File: src/rtl/bcdmul_pkg.sv
package bcdmul_pkg;
    localparam int DIGIT_W = 4;
    localparam int PROD_W  = 2 * DIGIT_W;
    localparam int DEC_COL = (PROD_W * 3 + 9) / 10;
    localparam int DEC_W   = DEC_COL * 4;

    typedef logic [DIGIT_W-1:0] digit_t;
    typedef logic [PROD_W-1:0]  bin_prod_t;

    // sum in bit 0, carry in bit 1
    function automatic logic [1:0] half_add(input logic x, input logic y);
        return {x & y, x ^ y};
    endfunction

    function automatic logic [1:0] full_add(input logic x, input logic y, input logic z);
        return {(x & y) | (x & z) | (y & z), x ^ y ^ z};
    endfunction
endpackage

File: src/rtl/bcdmul_pp_grid.sv
module bcdmul_pp_grid
    import bcdmul_pkg::*;
#(
    parameter int W = DIGIT_W
) (
    input  logic [W-1:0]   opa,
    input  logic [W-1:0]   opb,
    output logic [W*W-1:0] pp_bits
);
    // pp_bits[i*W + j] = opa[i] & opb[j]
    for (genvar i = 0; i < W; i++) begin : g_row
        for (genvar j = 0; j < W; j++) begin : g_col
            assign pp_bits[i*W + j] = opa[i] & opb[j];
        end
    end
endmodule

File: src/rtl/bcdmul_wallace4.sv
module bcdmul_wallace4
    import bcdmul_pkg::*;
(
    input  logic [15:0]      pp_bits,
    output logic [PROD_W-1:0] bin_prod
);
    logic [1:0] l1_c1, l1_c2, l1_c3, l1_c4, l1_c5;
    logic [1:0] l2_c3, l2_c4, l2_c5, l2_c6;
    logic [PROD_W-1:0] row_x, row_y;
    logic [PROD_W:0]   rip_c;

    // first level: columns of weight 2..32
    assign l1_c1 = half_add(pp_bits[4],  pp_bits[1]);
    assign l1_c2 = full_add(pp_bits[8],  pp_bits[5],  pp_bits[2]);
    assign l1_c3 = full_add(pp_bits[12], pp_bits[9],  pp_bits[6]);
    assign l1_c4 = full_add(pp_bits[13], pp_bits[10], pp_bits[7]);
    assign l1_c5 = half_add(pp_bits[14], pp_bits[11]);

    // second level: leave every column with at most two bits
    assign l2_c3 = full_add(l1_c3[0], pp_bits[3],  l1_c2[1]);
    assign l2_c4 = half_add(l1_c4[0], l1_c3[1]);
    assign l2_c5 = half_add(l1_c5[0], l1_c4[1]);
    assign l2_c6 = half_add(pp_bits[15], l1_c5[1]);

    assign row_x = {l2_c6[1], l2_c6[0], l2_c5[0], l2_c4[0],
                    l2_c3[0], l1_c2[0], l1_c1[0], pp_bits[0]};
    assign row_y = {1'b0, l2_c5[1], l2_c4[1], l2_c3[1],
                    1'b0, l1_c1[1], 1'b0, 1'b0};

    // final carry-propagate merge of the two rows
    assign rip_c[0] = 1'b0;
    for (genvar k = 0; k < PROD_W; k++) begin : g_cpa
        logic [1:0] fa_o;
        assign fa_o       = full_add(row_x[k], row_y[k], rip_c[k]);
        assign bin_prod[k] = fa_o[0];
        assign rip_c[k+1] = fa_o[1];
    end
endmodule

File: src/rtl/bcdmul_add3_cell.sv
module bcdmul_add3_cell (
    input  logic [3:0] col_in,
    output logic [3:0] col_out
);
    always_comb begin
        if (col_in >= 4'd5) col_out = col_in + 4'd3;
        else                col_out = col_in;
    end
endmodule

File: src/rtl/bcdmul_bin2dec.sv
module bcdmul_bin2dec
    import bcdmul_pkg::*;
#(
    parameter int BIN_W = PROD_W,
    parameter int NCOL  = DEC_COL
) (
    input  logic [BIN_W-1:0]  bin_in,
    output logic [NCOL*4-1:0] dec_out
);
    localparam int CW = NCOL * 4;
    localparam int SW = CW + BIN_W;

    logic [SW-1:0] scr [0:BIN_W];
    assign scr[0] = {{CW{1'b0}}, bin_in};

    for (genvar s = 0; s < BIN_W; s++) begin : g_step
        logic [CW-1:0] adj;
        for (genvar d = 0; d < NCOL; d++) begin : g_dcol
            bcdmul_add3_cell u_fix (
                .col_in (scr[s][BIN_W + 4*d +: 4]),
                .col_out(adj[4*d +: 4])
            );
        end
        assign scr[s+1] = {adj[CW-2:0], scr[s][BIN_W-1:0], 1'b0};
    end

    assign dec_out = scr[BIN_W][SW-1:BIN_W];
endmodule

File: src/rtl/bcd_digit_mult.sv
module bcd_digit_mult
    import bcdmul_pkg::*;
(
    input  logic [3:0] mcand_digit,
    input  logic [3:0] mplier_digit,
    output logic [7:0] prod_bcd
);
    logic [DIGIT_W*DIGIT_W-1:0] pp_bits;
    logic [PROD_W-1:0]          bin_prod;
    logic [DEC_W-1:0]           dec_cols;

    bcdmul_pp_grid #(.W(DIGIT_W)) u_grid (
        .opa    (mcand_digit),
        .opb    (mplier_digit),
        .pp_bits(pp_bits)
    );

    bcdmul_wallace4 u_tree (
        .pp_bits (pp_bits),
        .bin_prod(bin_prod)
    );

    bcdmul_bin2dec #(.BIN_W(PROD_W), .NCOL(DEC_COL)) u_conv (
        .bin_in (bin_prod),
        .dec_out(dec_cols)
    );

    // hundreds column is always zero for valid digits and is dropped
    assign prod_bcd = dec_cols[7:0];
endmodule

File: config.mk
export PLATFORM = sky130hd
export DESIGN_NAME = bcd_digit_mult
export DESIGN_NICKNAME = d
export VERILOG_FILES = /design/src/rtl/bcdmul_pkg.sv /design/src/rtl/bcdmul_pp_grid.sv /design/src/rtl/bcdmul_wallace4.sv /design/src/rtl/bcdmul_add3_cell.sv /design/src/rtl/bcdmul_bin2dec.sv /design/src/rtl/bcd_digit_mult.sv
export SDC_FILE = /design/constraint.sdc
export NUM_CORES = 1
export LEC_CHECK = 0
export CORE_MARGIN = 4
export CORE_UTILIZATION = 65
export DETAILED_ROUTE_END_ITERATION = 10
export PLACE_DENSITY_LB_ADDON = 0.1
export SYNTH_ARGS = -nofsm -noshare
export SYNTH_HDL_FRONTEND = slang
export SYNTH_SLANG_ARGS = --single-unit
File: constraint.sdc
create_clock -name vclk -period 29.2
set_clock_uncertainty 0.2 [all_clocks]
set_input_delay 5.84 -clock vclk [all_inputs]
set_output_delay 5.84 -clock vclk [all_outputs]
set_load 0.01 [all_outputs]
* Yosys cells after proc, flatten, opt, wreduce, memory -nomap -nowiden *
Cells that the tools add are included.

storage, ports and cells
  bits in registers = 0
  logic and storage cells = 119
  input bits = 8

cells by class
  add/subtract/negate cells = 13
  muxes and demuxes = 13
  magnitude comparators = 13
  bitwise logic cells = 80

operator list
  operator                                                                             count
  1-bit bitwise AND                                                                    44
  4-bit by 3-bit greater-or-equal comparator with 1-bit output, second input constant  11
  4-bit by 2-bit adder with 4-bit output, second input constant                        6
  4-bit 2-to-1 mux                                                                     6
  1-bit XOR                                                                            22
  3-bit 2-to-1 mux                                                                     7
  3-bit by 2-bit adder with 3-bit output, second input constant                        5
  1-bit OR                                                                             14
  1-bit by 2-bit adder with 3-bit output, both inputs constant                         1
  1-bit by 2-bit adder with 3-bit output, second input constant                        1
  1-bit by 3-bit greater-or-equal comparator with 1-bit output, both inputs constant   1
  1-bit by 3-bit greater-or-equal comparator with 1-bit output, second input constant  1

* Logic depth before layout (Yosys ltp) *
  depth in word-level cells = 31
  gate-level depth with buffers = 36
  gate-level depth less buffers = 36

* Cells and area by module *
A second synthesis with hierarchy kept.

second synthesis, totals
  cells, all modules = 435
  area, all modules = 2851.5 sq um

by module, submodules not included
  module            instances  cells each  area each (sq um)  seq. area each (sq um)
  bcdmul_add3_cell  24         16          101.3              0.0
  bcdmul_wallace4   1          33          307.8              0.0
  bcdmul_pp_grid    1          16          100.1              0.0
  bcdmul_bin2dec    1          2           11.3               0.0

* Least setup slack after synthesis *
No wires, ideal clock.

  path type = input port to output port
  start = input port mplier_digit[0]
  end = output port prod_bcd[6]
  stages on the path = 33
  setup slack = 10.263 ns
  arrival = 12.897 ns
  buffers on the path = 0
  cells stage by stage = nand2_1 > fa_1 > fa_1 > inv_1 > ha_1 > fa_1 > fa_1 > fa_1 > inv_1 > ha_1 > and2b_1 > nor2_2 > xnor2_1 > ha_1 > nand2b_1 > nand3_1 > nand3_1 > xnor2_1 > inv_1 > ha_1 > nand2b_1 > or4b_4 > a211oi_2 > inv_1 > ha_1 > nor2_1 > nor2_1 > mux2_2 > inv_1 > ha_1 > nor2b_1 > o21a_1 > mux2i_1

on the way
  word-level cells in the longest chain between the ends = 31
  elaborated cells between the ends (all ways) = 82
  those cells by class = add/sub (11); order compare (11); mux (11); bitwise (49)

RTL lines
  element                                                                                                                 RTL line               text
  from (decl)                                                                                                             bcd_digit_mult.sv:5    input logic [3:0] mplier_digit,
  1-bit bitwise AND                                                                                                       bcdmul_pp_grid.sv:13   assign pp_bits[i*W + j] = opa[i] & opb[j];
  1-bit bitwise AND                                                                                                       bcdmul_pkg.sv:16       return {(x & y) | (x & z) | (y & z), x ^ y ^ z};
  1-bit OR (2 in a row)                                                                                                   bcdmul_pkg.sv:16
  1-bit bitwise AND                                                                                                       bcdmul_pkg.sv:16
  1-bit OR (2 in a row)                                                                                                   bcdmul_pkg.sv:16
  1-bit bitwise AND                                                                                                       bcdmul_pkg.sv:16
  1-bit OR (2 in a row)                                                                                                   bcdmul_pkg.sv:16
  1-bit bitwise AND                                                                                                       bcdmul_pkg.sv:16
  (+12 left out)                                                                                                          n/a
  4-bit by 3-bit greater-or-equal comparator with 1-bit output (tied with other cells)                                    bcdmul_add3_cell.sv:6  if (col_in >= 4'd5) col_out = col_in + 4'd3;
  4-bit 2-to-1 mux or 3-bit 2-to-1 mux (tied branches)                                                                    bcdmul_add3_cell.sv:6
  4-bit by 2-bit adder with 4-bit output (tied with other cells)                                                          bcdmul_add3_cell.sv:6
  4-bit 2-to-1 mux or 3-bit 2-to-1 mux (tied branches)                                                                    bcdmul_add3_cell.sv:6
  4-bit by 2-bit adder with 4-bit output (tied with other cells)                                                          bcdmul_add3_cell.sv:6
  4-bit 2-to-1 mux or 3-bit 2-to-1 mux (tied branches)                                                                    bcdmul_add3_cell.sv:6
  4-bit by 3-bit greater-or-equal comparator with 1-bit output or 3-bit by 2-bit adder with 3-bit output (tied branches)  bcdmul_add3_cell.sv:6
  3-bit 2-to-1 mux (*)                                                                                                    bcdmul_add3_cell.sv:6
  to (decl)                                                                                                               bcd_digit_mult.sv:6    output logic [7:0] prod_bcd

Mark *: on every way between the ends. The rest lies on a longest branch, timed or not.

* Worst setup path in the final report *
Ends and elaborated chain as after synthesis.

==> results.toml <==
[sta]
fin_crit_ns = 20.68
slew_headroom = 0.604
layout_setup_ws_ns = 8.52
fmax_ghz = 0.0484
fin_crit_sh = 0.708
tns_ns = 0
worstMarginPinSlew_ns = 0.579
rsz0062_at_grt = "no"
maxSlewViolCount = 0
finalSetupViolCount = 0
hold_viol = 0

[yosys]
syn_inst = 171
synthTopCellsByArea = "ha_1 18%, fa_1 10%, inv_1 6.0%"
syn_area_sq_um = 1370
syn_area_per_cell_sq_um = 7.98
synth_top_area_cell = "ha_1"
synth_cell_types = 47
seq_area_frac_synth = 0
yosysWarnings = 0
syn_nets = 206
synth_top_cell_area_share = 0.183

[cells_and_area]
stdcell_count = 210
fin_util = 0.775
layout_commonest_cell = "inv_1"
nets = 220
antenna_cells = 0
final-seq-area_sq_um = 0
fin_area_sq_um = 1540
fill_cells = 145
seq_cell_count = 0
layout-drive-gt1-share = 0.0984
layout_common_cells = "22 x inv_1, 20 x ha_1, 17 x nand2_1, 16 x clkdlybuf4s50_1, 11 x and2_1"
multi_input_area_sq_um = 1260
syn_to_final_growth_pct = 12.6
clkbuf_count = 0

[route]
highest_layer = "met4"
drt_iter0_drc = 22
drc = 0
routedWlPerCell_um = 12.8
vias = 1232
dr_wl_met3_um = 95
drt_pass1_iterations = 4
drt-met1-wl_um = 1300
wl_met2_um = 1280
wl_um = 2690
ant_nets = 0
viasPerCell = 5.87

[floorplanning]
core_area_sq_um = 1980
start_util = 0.689
num_rows = 16
fp.dieH_um = 53.8
die_w_um = 53.8
fp.dieArea_sq_um = 2900
io_pins = 16

[placed_design]
io_buffers = 16
place_ws_ns = 8.54
place_area_sq_um = 1540
placed_cells_incl_taps = 210
dp_hpwl_um = 2240
routabilityCongestion = 0.888

[global_routing]
grt_max_degree = 12
grt_usage = 0.199
grt_pass1_wl_um = 4550
overflow = 0
antenna_found_initial = 0
grt_pass1_vias = 1109

[clock_network]
cts_resized = 0
post_cts_buffers = 0
hold_buffers = 0

[critical_path]
arrival_ns = 14.64
worstSetupPathType = "in -> out"
cp-start-kind = "input port"
path_delay_family = "adder cells"
worst_path_largest_cell_delay_ns = 0.59
cp-end-kind = "output pin"
critPathBufInv = 7
cp_slowest_cell = "fa_1"
cp.required_ns = 23.16
worstPathMaxFanout = 7
cp_common_cell = "ha_1"

[run]
maxCapViolCount = 0

[outcome]
status = "finished, final reports clean"

[power_and_ir_drop]
peakVddDrop_mv = 0.131
p_leak_nw = 0.741
powerDensity_nw_per_um2 = 123

[hold_path]
hp-class = "in -> out"
## worst paths after layout
| check | start | to | cells after the start |
|---|---|---|---|
| max | mplier_digit[0] | prod_bcd[6] | 35 |
| min | mplier_digit[0] | prod_bcd[0] | 3 |
## Yosys cell counts (2+ instances only)
cell type / n
nand2_1: 17
mux2_2: 5
clkbuf_1: 3
a21o_1: 2
o21ai_0: 4
xnor2_1: 6
and2_1: 11
a211oi_1: 4
fa_1: 7
xor2_1: 2
nand2b_1: 2
nor4_1: 3
nor2_1: 9
nor3_1: 8
nand3_1: 5
a21oi_1: 2
or3_1: 2
ha_1: 20
inv_1: 22
mux2i_1: 8
nor2b_1: 2
o22ai_1: 2
## cell type report
| cell class | instances | share of cell area |
|---|---|---|
| inverters | 22 | 0.0537 |
| multi-input cells | 145 | 0.820 |
| well taps | 27 | 0.0220 |
| repair buffers | 16 | 0.104 |
## where the power goes
group	leakage (nW)	switching [W]	total [W]	internal (W)
logic	0.741	0.0000954	0.000189	0.0000932
registers	0	0	0	0
clock network	0	0	0	0
## tightest hold or removal path, cell delays in order
cell and delay, ns:
clkdlybuf4s50_1 0.45, and2_1 0.15, clkdlybuf4s50_1 0.47
## cells by family after synthesis
kind of cell	count (synthesis)	synth area share
AO/OA/AOI/OAI	27	0.187
adder cells (fa/ha/maj)	27	0.286
AND/OR/NAND/NOR	68	0.268
multiplexers	14	0.111
XOR/XNOR	9	0.0715
buffers and inverters	26	0.0770
## per-layer routing
| metal | global-route usage | vias up |
|---|---|---|
| met3 | 0.00277 | 2 |
| met5 | 0 | - |
| met2 | 0.363 | 30 |
| li1 | - | 625 |
| met1 | 0.271 | 575 |
| met4 | 0.0128 | 0 |
## stage by stage
stage | power, W | hold WS [ns]
final | 0.000189 | 12.55
after global routing | 0.000206 | 12.61
after floorplan | 0.000140 | 11.62
after CTS | 0.000189 | 12.56
after detailed placement | 0.000187 | 12.56
after global placement | 0.000181 | 12.55
(Power assumes the default switching activity.)
